**src/rtl/expo_pwm_pkg.sv**
```systemverilog
package expo_pwm_pkg;

  // One-cycle commands from the sequencer to the counter/compare datapath.
  typedef struct packed {
    logic clear;  // blank everything, zero the counter
    logic arm;    // first exposure edge of a pass
    logic step;   // advance the counter by one
  } expoStrobe_t;

  typedef enum logic [1:0] {
    PH_IDLE  = 2'd0,  // blanked, waiting for a latch to end
    PH_READY = 2'd1,  // latch done, waiting for the arming edge
    PH_RUN   = 2'd2   // pass in progress or finished
  } expoPhase_t;

endpackage

```
**src/rtl/expo_pwm_ctrl.sv**
```systemverilog
module expo_pwm_ctrl
  import expo_pwm_pkg::*;
#(
  parameter int CNT_W = 6
) (
  input  logic             clk,
  input  logic             rstN,
  input  logic             latchEn,
  input  logic             expClk,
  input  logic             standby,
  input  logic [CNT_W-1:0] cntVal,
  output expoStrobe_t      strobe
);

  localparam logic [CNT_W-1:0] CNT_TOP = '1;

  logic       leQ;
  logic       exQ;
  logic       exRise;
  logic       leFall;
  logic       passDone;
  expoPhase_t phase;
  expoPhase_t phaseNext;

  assign exRise   = expClk & ~exQ;
  assign leFall   = ~latchEn & leQ;
  assign passDone = (cntVal == CNT_TOP);

  always_ff @(posedge clk) begin
    if (!rstN) begin
      leQ   <= 1'b0;
      exQ   <= 1'b0;
      phase <= PH_IDLE;
    end else begin
      leQ   <= latchEn;
      exQ   <= expClk;
      phase <= phaseNext;
    end
  end

  always_comb begin
    strobe    = '0;
    phaseNext = phase;
    if (standby || latchEn) begin
      strobe.clear = 1'b1;
      phaseNext    = PH_IDLE;
    end else begin
      unique case (phase)
        PH_IDLE: begin
          if (leFall) phaseNext = PH_READY;
        end
        PH_READY: begin
          if (exRise) begin
            strobe.arm = 1'b1;
            phaseNext  = PH_RUN;
          end
        end
        PH_RUN: begin
          if (exRise && !passDone) strobe.step = 1'b1;
        end
        default: phaseNext = PH_IDLE;
      endcase
    end
  end

endmodule

```
**src/rtl/expo_pwm_lane.sv**
```systemverilog
module expo_pwm_lane #(
  parameter int CNT_W = 6
) (
  input  logic             clk,
  input  logic             rstN,
  input  logic             clear,
  input  logic             armed,
  input  logic             atTop,
  input  logic             binMode,
  input  logic             swCtl,
  input  logic [CNT_W-1:0] cntVal,
  input  logic [CNT_W-1:0] level,
  output logic             drvOn,
  output logic             gndSw
);

  localparam logic [CNT_W-1:0] CNT_TOP = '1;

  logic [CNT_W-1:0] effLevel;
  logic             litNext;
  logic             shortNext;

  // Binary mode reuses the comparator: nonzero acts as full scale.
  assign effLevel  = binMode ? ((level != '0) ? CNT_TOP : '0) : level;
  assign litNext   = armed & (cntVal < effLevel);
  assign shortNext = armed & ~litNext & (swCtl | atTop);

  always_ff @(posedge clk) begin
    if (!rstN || clear) begin
      drvOn <= 1'b0;
      gndSw <= 1'b0;
    end else begin
      drvOn <= litNext;
      gndSw <= shortNext;
    end
  end

endmodule

```
**src/rtl/expo_pwm_datapath.sv**
```systemverilog
module expo_pwm_datapath
  import expo_pwm_pkg::*;
#(
  parameter int NUM_CH = 192,
  parameter int CNT_W  = 6
) (
  input  logic                    clk,
  input  logic                    rstN,
  input  expoStrobe_t             strobe,
  input  logic                    binMode,
  input  logic                    swCtl,
  input  logic [NUM_CH*CNT_W-1:0] levels,
  output logic [CNT_W-1:0]        cntVal,
  output logic                    armed,
  output logic [NUM_CH-1:0]       drvOn,
  output logic [NUM_CH-1:0]       gndSw
);

  localparam logic [CNT_W-1:0] CNT_TOP = '1;

  logic atTop;

  always_ff @(posedge clk) begin
    if (!rstN || strobe.clear) begin
      cntVal <= '0;
      armed  <= 1'b0;
    end else if (strobe.arm) begin
      cntVal <= '0;
      armed  <= 1'b1;
    end else if (strobe.step) begin
      cntVal <= cntVal + 1'b1;
    end
  end

  assign atTop = (cntVal == CNT_TOP);

  for (genvar ch = 0; ch < NUM_CH; ch++) begin : g_lane
    expo_pwm_lane #(
      .CNT_W(CNT_W)
    ) u_lane (
      .clk    (clk),
      .rstN   (rstN),
      .clear  (strobe.clear),
      .armed  (armed),
      .atTop  (atTop),
      .binMode(binMode),
      .swCtl  (swCtl),
      .cntVal (cntVal),
      .level  (levels[ch*CNT_W +: CNT_W]),
      .drvOn  (drvOn[ch]),
      .gndSw  (gndSw[ch])
    );
  end

endmodule

```
**src/rtl/expo_pwm_top.sv**
```systemverilog
module expo_pwm_top
  import expo_pwm_pkg::*;
#(
  parameter int NUM_CH = 192,
  parameter int CNT_W  = 6
) (
  input  logic                    clk,
  input  logic                    rstN,
  input  logic                    latchEn,
  input  logic                    expClk,
  input  logic                    binMode,
  input  logic                    swCtl,
  input  logic                    standby,
  input  logic [NUM_CH*CNT_W-1:0] levels,
  output logic [NUM_CH-1:0]       drvOn,
  output logic [NUM_CH-1:0]       gndSw
);

  expoStrobe_t      strobe;
  logic [CNT_W-1:0] expoCount;
  logic             expoArmed;

  expo_pwm_ctrl #(
    .CNT_W(CNT_W)
  ) u_ctrl (
    .clk    (clk),
    .rstN   (rstN),
    .latchEn(latchEn),
    .expClk (expClk),
    .standby(standby),
    .cntVal (expoCount),
    .strobe (strobe)
  );

  expo_pwm_datapath #(
    .NUM_CH(NUM_CH),
    .CNT_W (CNT_W)
  ) u_dp (
    .clk    (clk),
    .rstN   (rstN),
    .strobe (strobe),
    .binMode(binMode),
    .swCtl  (swCtl),
    .levels (levels),
    .cntVal (expoCount),
    .armed  (expoArmed),
    .drvOn  (drvOn),
    .gndSw  (gndSw)
  );

endmodule

```
**config.mk**
```make
export PLATFORM = sky130hd
export DESIGN_NAME = expo_pwm_top
export DESIGN_NICKNAME = d
export VERILOG_FILES = /design/src/rtl/expo_pwm_pkg.sv /design/src/rtl/expo_pwm_ctrl.sv /design/src/rtl/expo_pwm_lane.sv /design/src/rtl/expo_pwm_datapath.sv /design/src/rtl/expo_pwm_top.sv
export SDC_FILE = /design/constraint.sdc
export NUM_CORES = 2
export LEC_CHECK = 0
export ABC_CLOCK_PERIOD_IN_PS = 16700
export BUFFER_PORTS_ARGS = -buffer_cell sky130_fd_sc_hd__buf_2
export CAP_MARGIN = 0
export CORE_AREA = 2 2 594 596
export CTS_CLUSTER_DIAMETER = 50
export DETAILED_ROUTE_END_ITERATION = 8
export DIE_AREA = 0 0 596 598
export GPL_TIMING_DRIVEN = 0
export PLACE_DENSITY = 0.31
export SLEW_MARGIN = 0
export SYNTH_ARGS = -nofsm -noshare
export SYNTH_HDL_FRONTEND = slang
export SYNTH_HIERARCHICAL = 1
export SYNTH_SLANG_ARGS = --single-unit
```
**constraint.sdc**
```tcl
create_clock -name clk -period 16.7 [get_ports clk]
set_input_delay 2.505 -clock clk [delete_from_list [all_inputs] [get_ports clk]]
set_output_delay 2.505 -clock clk [all_outputs]
set_load 0.1 [all_outputs]
```
==> key figures <==
Clock tree
  – Number of hold-repair buffers added at the cts stage: 0
  – Clock transition at path regs: about 40 ps
  – Num CTS Buffers: 149
  – Clk root buf: clkbuf_16
  – Clock Latency Late Sink: 820 ps
  – # Post-CTS Setup Buffers: 0
  – CTS tree: done
  – Max H-tree Level: 4
  – Clk sinks: roughly 400
  – Longest Clk Path Bufs: 4
  – Resize count post-CTS: 0

Cells and area
  – Commonest non-fill, non-tap cell in the layout: buf_2
  – # fillers: ~39000
  – Final Util: around a fifth
  – Final nets: approximately 9600
  – Area grow syn2layout: 42.3%
  – Most frequent cells in the layout: buf_2, nor2_1, ha_1, o21ai_0, a21oi_1
  – Layout cells sized above 1: 34.6%

Power and ir drop
  – Worst VDD drop: 0.0620 mV
  – Lkg Pwr: 29.3 nW
  – Cell Pwr Density: 64.0 nW/um^2
  – Tot Pwr: 4.40 mW

STA
  – Clk_skew: 54.8 ps
  – RSZ-0062 raised after global routing: no
  – Max Fclk: ~0.16 GHz
  – Final number of hold-violating endpoints: 0
  – Hold slack: 474 ps
  – Worst slew margin: 6.17%
  – Final Max Tran Viols: 0
  – Setup-failing EPs final: 0
  – Tcrit/Tclk final: about two fifths
  – Setup ws final: approximately 10000 ps
  – Setup total negative slack: 0 ps
  – Slew @ Worst Pin: about 1400 ps
  – Fin crit period: 6390 ps

Yosys
  – Post-synthesis simple-gate area fraction: around a third
  – Combinational family with the most area after synthesis: simple AND/OR/NAND/NOR gates
  – Post-synthesis sequential area ratio: ~16%
  – Mapped cell area: roughly 48000 sq um
  – Post-Synth Adder-Cell Area: around a quarter
  – Syn_nets: 7848
  – Synth warn: 6
  – Compound-Gate Fraction of Synth Area: roughly 24%
  – Synth Instances: ~5700
  – Xor/xnor share of the synthesized area: less than 1%
  – Seq cells post-synth: 395
  – Post-synthesis mux area share: less than 1%
  – Yosys cell types: 37
  – Mapped Avg Cell Area: 8.43 sq um

Hold path
  – Hold Crit Start: u_ctrl/phase[1]
  – Worst Hold Class: reg -> reg

GRT
  – Grt peak-use layer: met2
  – First-pass GRT wire length: a little under 400000 um
  – Met3 Use GR: 5.73%
  – Grt total ovfl: 0
  – Largest net degree at the start of global routing: around 160
  – Vias in the first global route: between 50000 and 60000
  – Met1 capacity usage during global routing: between 10% and 20%
  – GR Util met2: between 20% and 30%
  – Total Routing Usage GR: 15.4%
  – Antenna violations before repair: 253

Placed design
  – Post-Place Setup Slack: about 9600 ps
  – I/O Buffers: 1542
  – Post-DP HPWL: approximately 230000 um
  – GPL Wtd Cong: 0.856

Drt
  – Drt wl/cell: 23.3 um
  – Routed WL: 287000 um
  – Drt pass-1 iters: 5
  – Detail Route Antenna Nets: 0
  – Initial DRC count: roughly 2600
  – Vias per Instance: 4.36
  – DRC Markers: 0
  – Via count: around 54000

Setup path
  – CP Max Fanout: between 150 and 200
  – Startpoint types: primary input
  – Worst Setup Path Type: in -> reg
  – Cell family with most CP delay: buffers and inverters
  – Worst path slowest cell: nor4_1
  – Crit path from: binMode
  – CP cell instances: buf_8, buf_16, buf_16, buf_16, buf_16, buf_16, nand3_2, o21ai_0, ha_1, and4_1, o21ai_0, a21oi_2, nor4_1
  – CP arrival: just over 7000 ps
  – Worst R2R Start: u_dp/cntVal[1]
  – Crit path buf inv count: 6
  – Endpoint class of the critical path: register
  – CP max stage delay: a little over 500 ps
  – Most frequent CP cell: buf_16
  – Worst path required time: around 17000 ps

Floorplanning
  – Row Count: roughly 220
  – Initial Utilization: 13.8%
  – I/O pin count: roughly 1500
  – Core footprint: between 300000 and 400000 sq um
  – Die area: between 300000 and 400000 sq um
  – Die Y-Extent: 598 um
  – DIE WIDTH: ~600 um

Outcome
  – Run status: complete, no violations

Job
  – Maxcap violations: 0
-- sequential cells by signal, indices dropped and copies added (netlist names) --
name                      cells
u_dp/g_lane.u_lane/drvOn    192
u_dp/g_lane.u_lane/gndSw    192
u_dp/cntVal                   6
u_ctrl/phase                  2
u_ctrl/exQ                    1
u_ctrl/leQ                    1
u_dp/armed                    1
-- cells by family after synthesis --
kind of cell / Yosys count
adder cells (fa/ha/maj): 961
XOR/XNOR: 4
flip-flops: 395
AND/OR/NAND/NOR: 2439
buffers and inverters: 3
multiplexers: 1
AO/OA/AOI/OAI: 1925
-- cell type report --
| type | instances | area [sq um] | area share (%) |
|---|---|---|---|
| antenna | 80 | 200 | 0.291 |
| clock inverter | 57 | 602 | 0.876 |
| timing repair buffer | 1609 | 9460 | 13.8 |
| tap | 4620 | 5780 | 8.41 |
| clock buffer | 210 | 4320 | 6.29 |
| multi-input combinational | 5330 | 40400 | 58.8 |
| sequential | 395 | 7930 | 11.5 |
| buffer | 1 | 3.75 | 0.00546 |
| inverter | 2 | 15.0 | 0.0219 |
-- synth_stat cells --
cell | number | area share (%)
nor2_1 | 968 | 7.5
ha_1 | 961 | 25
o21ai_0 | 853 | 8.8
a21oi_1 | 602 | 6.2
dfxtp_1 | 395 | 16
nand2_1 | 382 | 3.0
nand3b_1 | 193 | 3.0
nand3_2 | 192 | 4.0
nor3_2 | 192 | 4.0
nor4_4 | 192 | 8.5
nor3_1 | 110 | 1.1
o21a_1 | 108 | 1.7
and4_1 | 85 | 1.5
a211oi_1 | 84 | 1.3
a21oi_2 | 84 | 1.5
nor4_1 | 84 | 1.1
o31a_1 | 84 | 1.5
a2111oi_2 | 78 | 2.4
nand4_1 | 31 | 0.40
a211oi_2 | 30 | 0.78
xor2_1 | 3 | 0.054
inv_1 | 2 | 0.016
a2bb2oi_1 | 1 | 0.018
a311oi_2 | 1 | 0.031
and2_1 | 1 | 0.013
and2_2 | 1 | 0.016
clkbuf_1 | 1 | 0.0078
mux2i_1 | 1 | 0.021
nand2_2 | 1 | 0.013
nand3_1 | 1 | 0.010
nand4_2 | 1 | 0.026
nor2_4 | 1 | 0.023
nor2b_4 | 1 | 0.028
nor3b_1 | 1 | 0.016
or3_1 | 1 | 0.013
or3b_2 | 1 | 0.018
xnor2_1 | 1 | 0.018
-- where the power goes --
part           leakage, nW  switching [mW]  internal (mW)  total (mW)
logic                 23.7           0.402          0.246       0.648
registers             3.19        0.000179          0.946       0.947
clock network         2.43           0.895           1.91        2.80
-- worst reg2reg max path, stage by stage, from the launching register on --
cell and delay, ps:
dfxtp_4 550, buf_16 270, buf_16 310, ha_1 260, nand3_1 130, nor2_4 600, buf_12 280, buf_12 260
buf_12 260, buf_12 230, nor2_1 100, nor2_1 110, o21a_1 140
-- stage by stage --
stage,instances,area (sq um)
after floorplan,5728,48300
after global placement,11890,61800
after detailed placement,11957,63600
after CTS,12224,68500
after global routing,12258,68600
final,12304,68700
-- metal layers --
layer	wire length [um]	up-vias
met1	110000	25059
met4	11100	140
met2	141000	1799
met3	24000	679
met5	931	-
li1	-	26008
-- path summary, 6_finish.rpt --
path	endpoint	slack [ps]	depth (start not counted)
setup / recovery	u_dp/g_lane[8].u_lane/drvOn	10310	13
hold / removal	u_ctrl/phase[0]	470	1
setup reg to reg	u_dp/g_lane[56].u_lane/gndSw	13100	12
hold reg to reg	u_ctrl/phase[0]	470	1
Note: power is estimated with default switching activity, not from simulation.
